## src/rtl/dbgi_pkg.sv

```systemverilog
package dbgi_pkg;

   typedef enum logic [2:0] {
      PH_BOOT = 3'd0,
      PH_CMD  = 3'd1,
      PH_LOAD = 3'd2,
      PH_WAIT = 3'd3,
      PH_SEND = 3'd4
   } phase_t;

   function automatic int max4(input int a, input int b, input int c, input int d);
      int m;
      m = a;
      if (b > m) m = b;
      if (c > m) m = c;
      if (d > m) m = d;
      return m;
   endfunction

endpackage

```

## src/rtl/dbgi_sync.sv

```systemverilog
module dbgi_sync #(
   parameter int W      = 1,
   parameter int STAGES = 2
) (
   input  logic         clk,
   input  logic         rst_n,
   input  logic [W-1:0] d,
   output logic [W-1:0] q
);

   logic [W-1:0] stg [STAGES];

   for (genvar g = 0; g < STAGES; g++) begin : g_stage
      if (g == 0) begin : g_first
         always_ff @(posedge clk or negedge rst_n) begin
            if (!rst_n) stg[0] <= '0;
            else        stg[0] <= d;
         end
      end else begin : g_next
         always_ff @(posedge clk or negedge rst_n) begin
            if (!rst_n) stg[g] <= '0;
            else        stg[g] <= stg[g-1];
         end
      end
   end

   assign q = stg[STAGES-1];

endmodule

```

## src/rtl/dbgi_rx.sv

```systemverilog
module dbgi_rx #(
   parameter int W = 24
) (
   input  logic         clk,
   input  logic         rst_n,
   input  logic         en,
   input  logic         din,
   output logic [W-1:0] nxt
);

   logic [W-1:0] sh;

   // LSB-first: new bit enters at the top, so after W edges bit 0 sits at index 0
   always_comb nxt = {din, sh[W-1:1]};

   always_ff @(posedge clk or negedge rst_n) begin
      if (!rst_n)  sh <= '0;
      else if (en) sh <= nxt;
   end

endmodule

```

## src/rtl/dbgi_tx.sv

```systemverilog
module dbgi_tx #(
   parameter int W = 16
) (
   input  logic         clk,
   input  logic         rst_n,
   input  logic         load,
   input  logic [W-1:0] load_val,
   input  logic         shift,
   output logic         dout
);

   logic [W-1:0] sh;

   always_ff @(posedge clk or negedge rst_n) begin
      if (!rst_n) begin
         sh   <= '0;
         dout <= 1'b0;
      end else if (load) begin
         sh <= load_val;
      end else if (shift) begin
         dout <= sh[0];
         sh   <= {1'b0, sh[W-1:1]};
      end
   end

endmodule

```

## src/rtl/dbgi_ctrl.sv

```systemverilog
module dbgi_ctrl
   import dbgi_pkg::*;
#(
   parameter int               CMD_W     = 4,
   parameter int               INSTR_W   = 24,
   parameter int               VIS_W     = 16,
   parameter int               IDLE_CLKS = 8,
   parameter int               BOOT_CLKS = 9,
   parameter logic [CMD_W-1:0] EXEC_CODE = '0,
   parameter logic [CMD_W-1:0] READ_CODE = 1
) (
   input  logic               clk,
   input  logic               rst_n,
   input  logic               rise,
   input  logic               fall,
   input  logic [INSTR_W-1:0] rx_nxt,
   output phase_t             phase,
   output logic [INSTR_W-1:0] word,
   output logic               valid,
   output logic               oe,
   output logic               tx_load,
   output logic               tx_shift
);

   localparam int MAXC  = max4(CMD_W, INSTR_W, IDLE_CLKS, max4(VIS_W, BOOT_CLKS, 1, 1));
   localparam int CNT_W = $clog2(MAXC + 1);

   logic [CNT_W-1:0] cnt;
   logic [CNT_W-1:0] lim;
   logic [CMD_W-1:0] code;
   logic             hit;
   phase_t           nxt_ph;

   always_comb begin
      case (phase)
         PH_BOOT: lim = CNT_W'(BOOT_CLKS - 1);
         PH_CMD:  lim = CNT_W'(CMD_W - 1);
         PH_LOAD: lim = CNT_W'(INSTR_W - 1);
         PH_WAIT: lim = CNT_W'(IDLE_CLKS - 1);
         default: lim = CNT_W'(VIS_W - 1);
      endcase
   end

   assign hit  = rise && (cnt == lim);
   assign code = rx_nxt[INSTR_W-1 -: CMD_W];

   always_comb begin
      nxt_ph = phase;
      if (hit) begin
         case (phase)
            PH_BOOT: nxt_ph = PH_LOAD;
            PH_CMD: begin
               if (code == EXEC_CODE)      nxt_ph = PH_LOAD;
               else if (code == READ_CODE) nxt_ph = PH_WAIT;
               else                        nxt_ph = PH_CMD;
            end
            PH_LOAD: nxt_ph = PH_CMD;
            PH_WAIT: nxt_ph = PH_SEND;
            default: nxt_ph = PH_CMD;
         endcase
      end
   end

   assign tx_load  = hit && (phase == PH_WAIT);
   assign tx_shift = fall && (phase == PH_SEND);

   always_ff @(posedge clk or negedge rst_n) begin
      if (!rst_n) begin
         phase <= PH_BOOT;
         cnt   <= '0;
      end else if (rise) begin
         phase <= nxt_ph;
         cnt   <= hit ? '0 : cnt + 1'b1;
      end
   end

   always_ff @(posedge clk or negedge rst_n) begin
      if (!rst_n) begin
         valid <= 1'b0;
         word  <= '0;
      end else begin
         valid <= hit && ((phase == PH_BOOT) || (phase == PH_LOAD));
         if (hit && (phase == PH_BOOT))      word <= '0;
         else if (hit && (phase == PH_LOAD)) word <= rx_nxt;
      end
   end

   always_ff @(posedge clk or negedge rst_n) begin
      if (!rst_n)                          oe <= 1'b0;
      else if (rise && phase != PH_SEND)   oe <= 1'b0;
      else if (tx_shift)                   oe <= 1'b1;
   end

endmodule

```

## src/rtl/dbg_inject_target.sv

```systemverilog
module dbg_inject_target
   import dbgi_pkg::*;
#(
   parameter int CMD_W       = 4,
   parameter int INSTR_W     = 24,
   parameter int VIS_W       = 16,
   parameter int IDLE_CLKS   = 8,
   parameter int BOOT_CLKS   = 9,
   parameter int SYNC_STAGES = 2,
   parameter int CODE_EXEC   = 0,
   parameter int CODE_READ   = 1
) (
   input  logic               clk,
   input  logic               rst_n,
   input  logic               ser_clk,
   input  logic               ser_din,
   output logic               ser_dout,
   output logic               ser_oe,
   input  logic [VIS_W-1:0]   vis_data,
   output logic [INSTR_W-1:0] instr_word,
   output logic               instr_valid
);

   localparam logic [CMD_W-1:0] EXEC_CODE = CMD_W'(CODE_EXEC);
   localparam logic [CMD_W-1:0] READ_CODE = CMD_W'(CODE_READ);

   initial begin : p_param_chk
      assert (SYNC_STAGES >= 2) else $fatal(1, "SYNC_STAGES must be at least 2");
      assert (INSTR_W >= CMD_W) else $fatal(1, "INSTR_W must cover CMD_W");
      assert (CMD_W >= 1 && VIS_W >= 1 && IDLE_CLKS >= 1 && BOOT_CLKS >= 1)
         else $fatal(1, "frame lengths must be positive");
      assert (EXEC_CODE != READ_CODE) else $fatal(1, "command codes must differ");
   end

   logic [1:0]         sync_q;
   logic               clk_prev;
   logic               ser_rise;
   logic               ser_fall;
   logic [INSTR_W-1:0] rx_nxt;
   phase_t             phase;
   logic               tx_load;
   logic               tx_shift;

   dbgi_sync #(.W(2), .STAGES(SYNC_STAGES)) u_sync (
      .clk   (clk),
      .rst_n (rst_n),
      .d     ({ser_clk, ser_din}),
      .q     (sync_q)
   );

   always_ff @(posedge clk or negedge rst_n) begin
      if (!rst_n) clk_prev <= 1'b0;
      else        clk_prev <= sync_q[1];
   end

   assign ser_rise = sync_q[1] & ~clk_prev;
   assign ser_fall = ~sync_q[1] & clk_prev;

   dbgi_rx #(.W(INSTR_W)) u_rx (
      .clk   (clk),
      .rst_n (rst_n),
      .en    (ser_rise),
      .din   (sync_q[0]),
      .nxt   (rx_nxt)
   );

   dbgi_ctrl #(
      .CMD_W     (CMD_W),
      .INSTR_W   (INSTR_W),
      .VIS_W     (VIS_W),
      .IDLE_CLKS (IDLE_CLKS),
      .BOOT_CLKS (BOOT_CLKS),
      .EXEC_CODE (EXEC_CODE),
      .READ_CODE (READ_CODE)
   ) u_ctrl (
      .clk      (clk),
      .rst_n    (rst_n),
      .rise     (ser_rise),
      .fall     (ser_fall),
      .rx_nxt   (rx_nxt),
      .phase    (phase),
      .word     (instr_word),
      .valid    (instr_valid),
      .oe       (ser_oe),
      .tx_load  (tx_load),
      .tx_shift (tx_shift)
   );

   dbgi_tx #(.W(VIS_W)) u_tx (
      .clk      (clk),
      .rst_n    (rst_n),
      .load     (tx_load),
      .load_val (vis_data),
      .shift    (tx_shift),
      .dout     (ser_dout)
   );

endmodule

```

## config.mk

```make
export PLATFORM = sky130hd
export DESIGN_NAME = dbg_inject_target
export DESIGN_NICKNAME = d
export VERILOG_FILES = /design/src/rtl/dbgi_pkg.sv /design/src/rtl/dbgi_sync.sv /design/src/rtl/dbgi_rx.sv /design/src/rtl/dbgi_tx.sv /design/src/rtl/dbgi_ctrl.sv /design/src/rtl/dbg_inject_target.sv
export SDC_FILE = /design/constraint.sdc
export NUM_CORES = 1
export LEC_CHECK = 0
export BUFFER_PORTS_ARGS = -buffer_cell sky130_fd_sc_hd__buf_4
export CAP_MARGIN = 20
export CORE_AREA = 10 10 90 99
export DETAILED_ROUTE_END_ITERATION = 10
export DIE_AREA = 0 0 100 109
export PLACE_DENSITY = 0.69
export SLEW_MARGIN = 5
export SYNTH_ARGS = -nofsm -noshare
export SYNTH_HDL_FRONTEND = slang
export SYNTH_HIERARCHICAL = 1
export SYNTH_SLANG_ARGS = --single-unit
```

## constraint.sdc

```tcl
create_clock -name clk -period 7.7 [get_ports clk]
set_input_delay 0.77 -clock clk [delete_from_list [all_inputs] [get_ports clk]]
set_output_delay 0.77 -clock clk [all_outputs]
set_load 0.01 [all_outputs]
```

; After elaboration in Yosys (flattened, before gate mapping)
; Cells that the tools add are included.
[classes]
bitwise_logic = 5
muxes = 11
addsub = 1
reduce_logical = 15
eq_ne = 7
[op_table]
columns = cell, count
row1 = 24-bit 2-to-1 mux, 2
row2 = 16-bit 2-to-1 mux, 2
row3 = 5-bit case mux with 4 select lines, 1
row4 = 3-bit case mux with 3 select lines, 1
row5 = 1-bit logical AND, 7
row6 = "3-bit by 2-bit == test with 1-bit output, second input constant", 2
row7 = 2-bit nonzero test, 3
row8 = "5-bit by 1-bit adder with 5-bit output, second input constant", 1
row9 = 5-bit == test, 1
row10 = 5-bit 2-to-1 mux, 1
row11 = "4-bit by 1-bit == test with 1-bit output, second input constant", 1
row12 = 4-bit logical NOT, 1
row13 = 2-bit AND reduction, 2
row14 = "3-bit by 1-bit == test with 1-bit output, second input constant", 1
row15 = "3-bit == test, second input constant", 1
row16 = 3-bit logical NOT, 1
row17 = 3-bit 2-to-1 mux, 1
row18 = "3-bit != test, second input constant", 1
row19 = 1-bit NOT, 3
row20 = 1-bit AND, 2
row21 = 1-bit 2-to-1 mux, 2
row22 = 2-bit 2-to-1 mux, 1
row23 = 1-bit logical OR, 1
[word_totals]
wordCells = 50
input_bits = 20
output_inout_bits = 27
ff_bits = 80

; Longest topological paths before layout
; Gate-level depths: netlist (run 1).
[logic_depth]
depth_word = 7
ltp_mapped = 9

; By module
; Netlist (run 1), hierarchy kept.
[modules_own_cells]
columns = mod, area_each_um2, seq_area_each_um2, n_inst, cells_per_inst
row1 = dbgi_ctrl, 1544.0, 850.8, 1, 155
row2 = dbgi_rx, 864.6, 575.6, 1, 49
row3 = dbgi_tx, 784.5, 425.4, 1, 72
row4 = dbgi_sync, 115.1, 100.1, 1, 6
row5 = dbg_inject_target, 40.0, 25.0, 1, 3

; Worst setup path before layout (run 1)
; Ideal clock, no wire load.
[synth_path]
path_type = reg2reg
from = register u_ctrl.phase[1]
to = register u_tx.dout
stages_incl_launch_ff = 7
required_ns = 7.575
arrival_ns = 2.339
period_less_slack_ns = 2.464
path_slack_ns = 5.236
setup_ns = 0.125
path_cell_list = dfrtp_1 or4_1 a211o_1 a211oi_4 and4_1 nand2b_1 mux2_2
[synth_between]
elab_chain_cells = 7
elab_cells_between_ends = 12
cone_classes = 5 x eq/ne / 1 x mux / 1 x bitwise / 5 x reduce/logical
[synth_rtl]
columns = item, line
row1 = from (decl), dbgi_ctrl.sv:17  ; output phase_t phase,
row2 = from (signal assigned), dbgi_ctrl.sv:72  ; phase <= nxt_ph;
row3 = 3-bit by 2-bit == test with 1-bit output (tied with other cells), "dbgi_ctrl.sv:35, dbgi_ctrl.sv:64"
row4 = 5-bit case mux with 4 select lines, dbgi_ctrl.sv:35  ; case (phase)
row5 = 5-bit == test, dbgi_ctrl.sv:44  ; assign hit = rise && (cnt == lim);
row6 = 1-bit logical AND, dbgi_ctrl.sv:44
row7 = 1-bit logical AND *, dbgi_ctrl.sv:64  ; assign tx_load = hit && (phase == PH_WAIT);
row8 = via tx_load, dbg_inject_target.sv:41  ; logic tx_load;
row9 = 1-bit NOT (no source line) *, n/a
row10 = 2-bit AND reduction (no source line) *, n/a
row11 = to (signal assigned), dbgi_tx.sv:21  ; dout <= sh[0];
row12 = to (decl), dbgi_tx.sv:9  ; output logic dout
; The timed path passes the listed nets; every way through them passes the cells marked *.
; A chain may end at the register's enable or synchronous reset.

; Worst setup path after layout (run 1)
; Ends and elaborated chain as after synthesis.

==> results of run 1 <==
routing by layer:
| layer | share of wire [%] | vias to the layer above | global-route usage, % |
|---|---|---|---|
| li1 | - | 1059 | - |
| met1 | 46 | 1045 | 13.4 |
| met2 | 47 | 46 | 18.1 |
| met3 | 5.0 | 10 | 3.80 |
| met4 | 1.6 | 0 | 6.16 |
| met5 | 0 | - | 0 |
power groups by stage:
stage / Combinational, mW / Sequential (mW) / Clock (mW)
global placement: 0.160 / 0.562 / 0
finish: 0.163 / 0.559 / 0.317
global route: 0.181 / 0.571 / 0.343
floorplan: 0.133 / 0.532 / 0
CTS: 0.166 / 0.559 / 0.326
detailed placement: 0.165 / 0.567 / 0
stage by stage:
stage	instance area [um^2]	std cells	worst slack [ns]	power (mW)	hold slack [ns]
after global placement	3680	399	3.99	0.721	0.337
after detailed placement	3680	399	3.87	0.731	0.339
after global routing	3890	415	3.60	1.10	0.377
after floorplan	3350	285	5.24	0.665	0.331
final	3890	415	3.86	1.04	0.357
after CTS	3890	415	3.86	1.05	0.362
registers in the layout, summed over array words and instances, names as in the netlist:
register / flops
u_sync/q: 2
u_ctrl/phase: 3
u_sync/stg: 2
u_ctrl/valid: 1
u_ctrl/oe: 1
u_rx/sh: 23
u_tx/dout: 1
u_ctrl/word: 24
u_tx/sh: 16
clk_prev: 1
u_ctrl/cnt: 5
layout make-up:
type | count | area (um^2)
tap | 85 | 106
clock inverter | 3 | 40.0
fill | 605 | 3030
timing repair buffer | 49 | 368
clock buffer | 13 | 169
multi-input combinational | 162 | 1140
sequential | 79 | 1980
inverter | 24 | 90.1
logic make-up (layout without fill, tap and decap cells):
group / count (synthesis) / count (layout) / share of synthesized area, %
compound gates: 54 / 54 / 9.75
flops: 79 / 79 / 59.0
mux: 39 / 39 / 12.6
fa+ha+maj: 1 / 1 / 0.374
xor+xnor: 4 / 4 / 1.05
buf+inv: 44 / 89 / 7.29
simple gates: 64 / 64 / 9.94
cells in the mapped netlist (4+ instances only):
cell type  instances  area [um^2]
nand3_1           21          105
o21ai_1            9         45.0
nor2_1             4         15.0
a31o_2             4         35.0
o21ai_0           32          160
inv_1             24         90.1
buf_4              5         37.5
buf_2              5         25.0
buf_6              5         56.3
nand2b_1           5         31.3
dfrtp_1           79         1980
mux2i_1           15          150
nor2b_1            5         31.3
mux2_2            24          270
nand2_1           18         67.6
worst paths after layout:
path	cells after the start	to	startpoint	slack (ns)
max in group asynchronous	1	u_ctrl/word[5]	rst_n	6.51
hold reg to reg	0	u_sync/q[1]	u_sync/stg[3]	0.36
setup / recovery	6	u_tx/dout	u_ctrl/phase[1]	3.86
setup reg to reg	6	u_tx/dout	u_ctrl/phase[1]	3.86
hold / removal	0	u_sync/q[1]	u_sync/stg[3]	0.36
min in group asynchronous	1	u_ctrl/word[23]	rst_n	0.57
==> flow_summary.yaml, run 1 <==
die:
  dieHeight_um: 109
  start_util_pct: 48.3
  placeableCoreArea_mm2: 0.00693
  die_w_um: 100
  ios: 47
  die-area_mm2: 0.0109
  num_rows: 32
flow_run:
  cap_violations: 0
synth:
  netlist_area_mm2: 0.00335
  ys_async_sr_fraction_pct: 100
  ys_ff_latch: 79
  synth_edf_count: 0
  syn-num-nets: 306
  ys_warn_count: 6
  netlist_instances: 285
  ys.flop_type: "dfrtp_1"
  synth_cell_type_count: 39
  ys_seq_area_share_pct: 59.0
  syn_area_per_cell_um2: 11.7
power_and_ir_drop:
  seqPwrFrac_pct: 53.8
  switchingPower_uw: 296
  swShare_pct: 28.5
  combPwrFrac_pct: 15.7
  p_int_uw: 743
  power_density_mw_per_mm2: 267
  p_clk_share_pct: 30.5
  ir_worst_vdd_mv: 0.129
  leakagePower_nw: 1.69
placed_design:
  post-dp-hpwl_um: 3980
  routabilityCongestion: 0.752
  port_buffers: 46
grt:
  grt_pass1_wl_um: 10100
  grt_antenna_before_repair: 0
  grt-ovfl-total: 0
  track_usage_pct: 11.4
  grt_max_degree: 80
  grt_pass1_vias: 2198
critical_path:
  slowest_stage: "and4_1"
  cp_cell_sequence: "or4_1 > a211o_1 > a211oi_4 > and4_1 > nand2b_1 > mux2_2"
  critical_path_class: "reg -> reg"
  slowest_delay_ns: 0.91
  crit_arrival_ns: 4.07
  start_kind: "flip-flop"
  crit_family: "simple AND/OR/NAND/NOR gates"
  crit_path_end_kind: "flip-flop"
  crit_path_max_fanout: 34
  crit_required_ns: 7.93
  worst-path-buf-inv: 0
timing:
  timing.slew.headroom_pct: 31.1
  totalNegativeSetupSlack_ns: 0
  grt_setup_unrepaired: "false"
  period_share_pct: 49.9
  clock-skew-final_ns: 0.00717
  finalHoldViolCount: 0
  finalSetupViolations: 0
  min_period_ns: 3.84
  maxSlewViolCount: 0
  clock.fmax_mhz: 260
  tightest_slew_ns: 1.03
routing:
  dr.first_iter.drc_count: 91
  avgViaCountPerCell: 5.20
  drc_errors: 0
  ant_nets: 0
  dr.pass1.iters: 4
  wirelength_um: 6120
  wl_per_cell_um: 14.7
  routed-via-count: 2160
clocking:
  cts_buffers: 9
  cts_max_level: 3
  post_cts_resized: 0
  clk_latency_ns: 0.34
  cts_tree: "yes"
  ctsHoldBuffers: 0
  root_buffer: "clkbuf_8"
  clkSlewWorstSetupHoldPaths_ns: 0.08
  clk_path_buf_depth: 2
  cts_setup_buffers: 0
  cts_sinks: 79
outcome:
  outcome: "complete, no violations"
final_layout:
  drive_gt1_share_pct: 29.4
  nNetsFinal: 346
  final_cell_mix: "79 x dfrtp_1, 49 x buf_4, 32 x o21ai_0, 24 x inv_1, 24 x mux2_2"
  final_common_cell: "dfrtp_1"
  syn_to_final_growth_pct: 16.3
  antenna_cells: 0
  final_core_util_pct: 56.2
hold_path:
  hold_path_class: "reg -> reg"
No activity file was read; power rests on OpenSTA's default activity.
==> run 2: changes to the inputs <==
Settings changed: PLACE_DENSITY 0.69 to 0.72.
Clock period 7.7 ns to 3.3 ns, I/O delays scaled along.
==> run 2 against run 1 <==
Against the previous run: combinational power grew to 2.8 times the previous value; first-iteration DRC count is 37% higher; sequential power rose by 120%; die area unchanged; flip-flop and latch count unchanged; critical path depth is 2 higher; cell count is 0.48% higher; largest cell class unchanged.
==> flow_summary.yaml, run 2 (synthesized netlist as in run 1, its figures left out) <==
outcome:
  outcome: "complete, no violations"
timing:
  clock-skew-final_ns: 0.00676
  tightest_slew_ns: 0.955
  finalSetupViolations: 0
  grt_setup_unrepaired: "false"
  period_share_pct: 79.1
  min_period_ns: 2.61
  clock.fmax_mhz: 383
  maxSlewViolCount: 0
  finalHoldViolCount: 0
  hold_ws_ns: 0.0992
  timing.slew.headroom_pct: 36.4
  totalNegativeSetupSlack_ns: 0
critical_path:
  crit_required_ns: 3.51
  crit_arrival_ns: 2.82
  critical_path_class: "reg -> reg"
  crit_path_max_fanout: 32
  start_kind: "flip-flop"
  crit_path_end_kind: "flip-flop"
routing:
  wl_per_cell_um: 14.9
  dr.first_iter.drc_count: 125
  routed-via-count: 2155
  dr.pass1.iters: 4
  ant_nets: 0
  wirelength_um: 6230
  avgViaCountPerCell: 5.17
  drc_errors: 0
placed_design:
  dp_cells: 402
  routabilityCongestion: 0.754
  post-dp-hpwl_um: 4100
  port_buffers: 46
  place_area_mm2: 0.00372
clocking:
  ctsHoldBuffers: 0
  clk_path_buf_depth: 2
  cts_setup_buffers: 0
  root_buffer: "clkbuf_8"
  post_cts_resized: 0
  clkSlewWorstSetupHoldPaths_ns: 0.07
  cts_max_level: 3
  cts_buffers: 9
  cts_sinks: 79
  cts_tree: "yes"
  clk_latency_ns: 0.34
die:
  die-area_mm2: 0.0109
  die_w_um: 100
  placeableCoreArea_mm2: 0.00693
  ios: 47
  dieHeight_um: 109
  num_rows: 32
  start_util_pct: 48.3
final_layout:
  regMostFlops: "u_ctrl/word"
  nNetsFinal: 349
  syn_to_final_growth_pct: 17.4
  layout.cells.non_filler: 417
  fin_area_mm2: 0.00393
  final_common_cell: "dfrtp_1"
  largest_reg_flops: 24
  drive_gt1_share_pct: 29.8
  final_cell_mix: "79 x dfrtp_1, 51 x buf_4, 32 x o21ai_0, 24 x inv_1, 24 x mux2_2"
  reg.largest.list: "u_ctrl/word: 24 flops, u_rx/sh: 23 flops, u_tx/sh: 16 flops"
  antenna_cells: 0
hold_path:
  hold_path_class: "in -> reg"
power_and_ir_drop:
  power_density_mw_per_mm2: 628
  leakagePower_nw: 1.71
  ir_worst_vdd_mv: 0.374
flow_run:
  cap_violations: 0
grt:
  grt_pass1_wl_um: 10500
  grt-ovfl-total: 0
  track_usage_pct: 11.8
  grt_pass1_vias: 2137
  grt_antenna_before_repair: 0
  grt_max_degree: 80
==> run 2: path summary, 6_finish.rpt <==
kind                                     from       endpoint  slack [ns]  depth (start not counted)
max in group asynchronous               rst_n    u_rx/sh[20]        2.54                          1
worst min register to register  u_sync/stg[2]    u_sync/q[0]        0.35                          0
worst max-delay path            u_ctrl/cnt[0]    u_tx/sh[15]        0.69                          8
min in group asynchronous               rst_n       clk_prev        0.13                          1
worst min-delay path                  ser_din  u_sync/stg[2]         0.1                          1
worst max register to register  u_ctrl/cnt[0]    u_tx/sh[15]        0.69                          8
==> run 2: power breakdown <==
group	switching [mW]	leakage, nW	internal [mW]
logic	0.235	0.628	0.217
clock network	0.323	0.109	0.440
registers	0.133	0.976	1.12
==> run 2: layer usage <==
layer	part of all wire (%)	vias up	track usage (%)
met5	0	-	0
li1	-	1060	-
met1	46	1048	15.0
met4	0.90	0	4.55
met2	48	41	18.4
met3	5.2	6	3.80
==> run 2: area by class of cell <==
cell class | count | area [um^2]
fill | 587 | 3000
sequential | 79 | 1980
multi-input combinational | 162 | 1140
timing repair buffer | 52 | 403
clock buffer | 11 | 141
tap | 85 | 106
inverter | 24 | 90.1
clock inverter | 4 | 70.1
==> run 2: per-stage QoR <==
stage	setup WS (ns)	total power, mW	utilization (%)
2_1_floorplan	0.836	1.55	-
3_3_place_gp	0.790	1.70	53.7
3_5_place_dp	0.716	1.73	53.7
4_1_cts	0.689	2.50	56.7
5_1_grt	0.546	2.60	56.7
6_report	0.690	2.47	56.7
==> run 2: critical path: stages, from the launching register on <==
cell and delay (ns):
dfrtp_1 0.44, or4_1 0.52, a211o_1 0.38, a211oi_4 0.21, buf_4 0.19, and4_1 0.24, buf_4 0.29, nand2b_1 0.14
o21ai_0 0.06
==> run 3: changes to the inputs <==
Settings changed: ABC_AREA from default to 1, CORE_AREA 10 10 90 99 to 10 10 91 101, DIE_AREA 0 0 100 109 to 0 0 101 111, PLACE_DENSITY 0.72 to 0.69.
Clock period 3.3 ns to 2.52 ns, I/O delays scaled along.
==> run 3 against run 2 <==
Against the previous run: clock skew grew 0.0014 ns; flip-flop and latch count did not move; power grew 30%.
==> flow_summary.yaml, run 3 <==
timing:
  min_period_ns: 2.13
  setup_slack_ns: 0.395
  finalSetupViolations: 0
  clock-skew-final_ns: 0.00816
  grt_setup_unrepaired: "false"
  totalNegativeSetupSlack_ns: 0
  timing.slew.headroom_pct: 36.2
  clock.fmax_mhz: 471
  period_share_pct: 84.3
  tightest_slew_ns: 0.957
  maxSlewViolCount: 0
  finalHoldViolCount: 0
synth:
  ys_seq_area_share_pct: 57.4
  synth_top_area_share_pct: 57.4
  ys_async_sr_fraction_pct: 100
  ys.flop_type: "dfrtp_1"
  netlist_area_mm2: 0.00345
  ys_warn_count: 6
  synthTopCellsByCount: "179 x nand2_1, 79 x dfrtp_1, 38 x nand3_1"
  synth_cell_type_count: 24
  ys_ff_latch: 79
  synth_largest_area_cell: "dfrtp_1"
  yosysMostFrequentCell: "nand2_1"
  netlist_instances: 390
  syn-num-nets: 411
  synth_edf_count: 0
  syn_area_per_cell_um2: 8.84
  synth_area_leaders: "dfrtp_1 57%, nand2_1 19%, nand3_1 5.5%"
grt:
  grt-ovfl-total: 0
  grt_pass1_wl_um: 12300
  grt_pass1_vias: 2668
  grt_antenna_before_repair: 0
  track_usage_pct: 13.1
  grt_max_degree: 80
hold_path:
  hold_path_class: "in -> async"
die:
  die-area_mm2: 0.0112
  die_w_um: 101
  ios: 47
  placeableCoreArea_mm2: 0.00723
  dieHeight_um: 111
  start_util_pct: 47.7
  num_rows: 33
final_layout:
  largest_reg_flops: 24
  antenna_cells: 0
  regMostFlops: "u_ctrl/word"
  final_cell_mix: "179 x nand2_1, 79 x dfrtp_1, 51 x buf_4, 38 x nand3_1, 24 x nand4_1"
  final_common_cell: "nand2_1"
  drive_gt1_share_pct: 17.8
  syn_to_final_growth_pct: 14.9
  reg.largest.list: "u_ctrl/word: 24 flops, u_rx/sh: 23 flops, u_tx/sh: 16 flops"
  nNetsFinal: 454
  layout.cells.non_filler: 524
clocking:
  clk_latency_ns: 0.34
  root_buffer: "clkbuf_8"
  clkSlewWorstSetupHoldPaths_ns: 0.08
  cts_tree: "yes"
  cts_sinks: 79
  cts_buffers: 9
  cts_max_level: 3
  clk_path_buf_depth: 2
  post_cts_resized: 0
flow_run:
  cap_violations: 0
routing:
  routed-via-count: 2667
  avgViaCountPerCell: 5.09
  wirelength_um: 7190
  dr.pass1.iters: 4
  drc_errors: 0
  ant_nets: 0
  wl_per_cell_um: 13.7
  dr.first_iter.drc_count: 140
critical_path:
  crit_path_max_fanout: 18
  crit_path_end_kind: "flip-flop"
  crit_arrival_ns: 2.36
  crit_required_ns: 2.75
  critical_path_class: "reg -> reg"
  slowest_stage: "dfrtp_1"
  start_kind: "flip-flop"
  crit_family: "simple AND/OR/NAND/NOR gates"
  r2r_cells: 12
  worst-path-buf-inv: 3
  slowest_delay_ns: 0.38
  cp_cell_sequence: "inv_1 > nor2_2 > nand2_1 > nand2_1 > nand2_2 > nor2_8 > nand2_2 > nor2_1 > buf_4 > inv_4 > nand3_1 > nand3_1"
  crit_cells: 12
power_and_ir_drop:
  power_density_mw_per_mm2: 809
  p_int_mw: 2.09
  switchingPower_mw: 1.11
  swShare_pct: 34.8
  seqPwrFrac_pct: 49.2
  ir_worst_vdd_mv: 0.401
  combPwrFrac_pct: 24.7
  leakagePower_nw: 2.14
  p_clk_share_pct: 26.2
placed_design:
  dp_cells: 507
  routabilityCongestion: 0.792
  post-dp-hpwl_um: 4730
  port_buffers: 46
  pre_cts_ws_ns: 0.425
outcome:
  outcome: "complete, no violations"
## run 3: cell types whose count changed after synthesis, sizes merged, moves of 15 or more
| cell | delta |
|---|---|
| nand4 | +21 |
| mux2 | -24 |
| nand3 | +18 |
| mux2i | -15 |
| o21ai | -35 |
| nand2 | +163 |
## run 3: power by group through the flow
stage | clock network (mW) | registers, mW | logic [mW]
finish | 0.838 | 1.57 | 0.791
global route | 0.915 | 1.60 | 0.888
CTS | 0.869 | 1.57 | 0.792
detailed placement | 0 | 1.60 | 0.790
global placement | 0 | 1.59 | 0.768
floorplan | 0 | 1.57 | 0.583
## run 3: stage by stage
step | hold slack, ns | total power [mW] | utilization, % | instance area [um^2]
2_1_floorplan | -0.0436 | 2.15 | - | 3450
3_5_place_dp | 0.337 | 2.39 | 52.1 | 3770
3_3_place_gp | 0.335 | 2.36 | 52.1 | 3770
5_1_grt | 0.112 | 3.40 | 54.8 | 3960
6_report | 0.0575 | 3.20 | 54.8 | 3960
4_1_cts | 0.0945 | 3.23 | 54.8 | 3960
## run 3: final cells by class
| type | instances | area (um^2) |
|---|---|---|
| fillers | 682 | 3270 |
| multi-input cells | 272 | 1220 |
| clock buffers | 12 | 155 |
| repair buffers | 53 | 403 |
| well taps | 87 | 109 |
| flip-flops and latches | 79 | 1980 |
| clock inverters | 3 | 18.8 |
| inverters | 18 | 72.6 |
## run 3: cells by family after synthesis
kind of cell,Yosys count,share of synthesized area [%]
xor gates and xnor gates,2,0.508
adders and majority gates,1,0.363
DFF,79,57.4
and+or+nand+nor,262,33.6
buffers and inverters,39,7.15
AOI/OAI and AO/OA,7,1.02
## run 3: worst reg2reg max path, stage by stage, from the launching register on
cell and delay, ns:
dfrtp_1 0.38, inv_1 0.06, nor2_2 0.15, nand2_1 0.12, nand2_1 0.09, nand2_2 0.09, nor2_8 0.25, nand2_2 0.17
nor2_1 0.12, buf_4 0.27, inv_4 0.13, nand3_1 0.10, nand3_1 0.08
## run 3: timing repair
action                                 4_1_cts  5_1_grt
hold buffers                                 2        0
setup buffers                                0        0
endpoints found under the hold margin        2        0
## run 3: worst paths after layout
kind,to,slack (ns),startpoint
worst min-delay path,u_ctrl/word[13],0.06,rst_n
worst min register to register,u_sync/q[0],0.35,u_sync/stg[2]
min in group clk,u_tx/sh[15],0.12,vis_data[15]
worst max-delay path,u_tx/sh[7],0.39,u_sync/q[1]
max in group asynchronous,u_ctrl/phase[2],1.85,rst_n
worst max register to register,u_tx/sh[7],0.39,u_sync/q[1]
## run 3: layer usage
| layer | GRT usage [%] | up-vias | wire length, um |
|---|---|---|---|
| li1 | - | 1330 | - |
| met1 | 16.4 | 1274 | 3210 |
| met2 | 20.3 | 55 | 3520 |
| met3 | 3.80 | 8 | 361 |
| met4 | 6.05 | 0 | 106 |
| met5 | 0 | - | 0 |
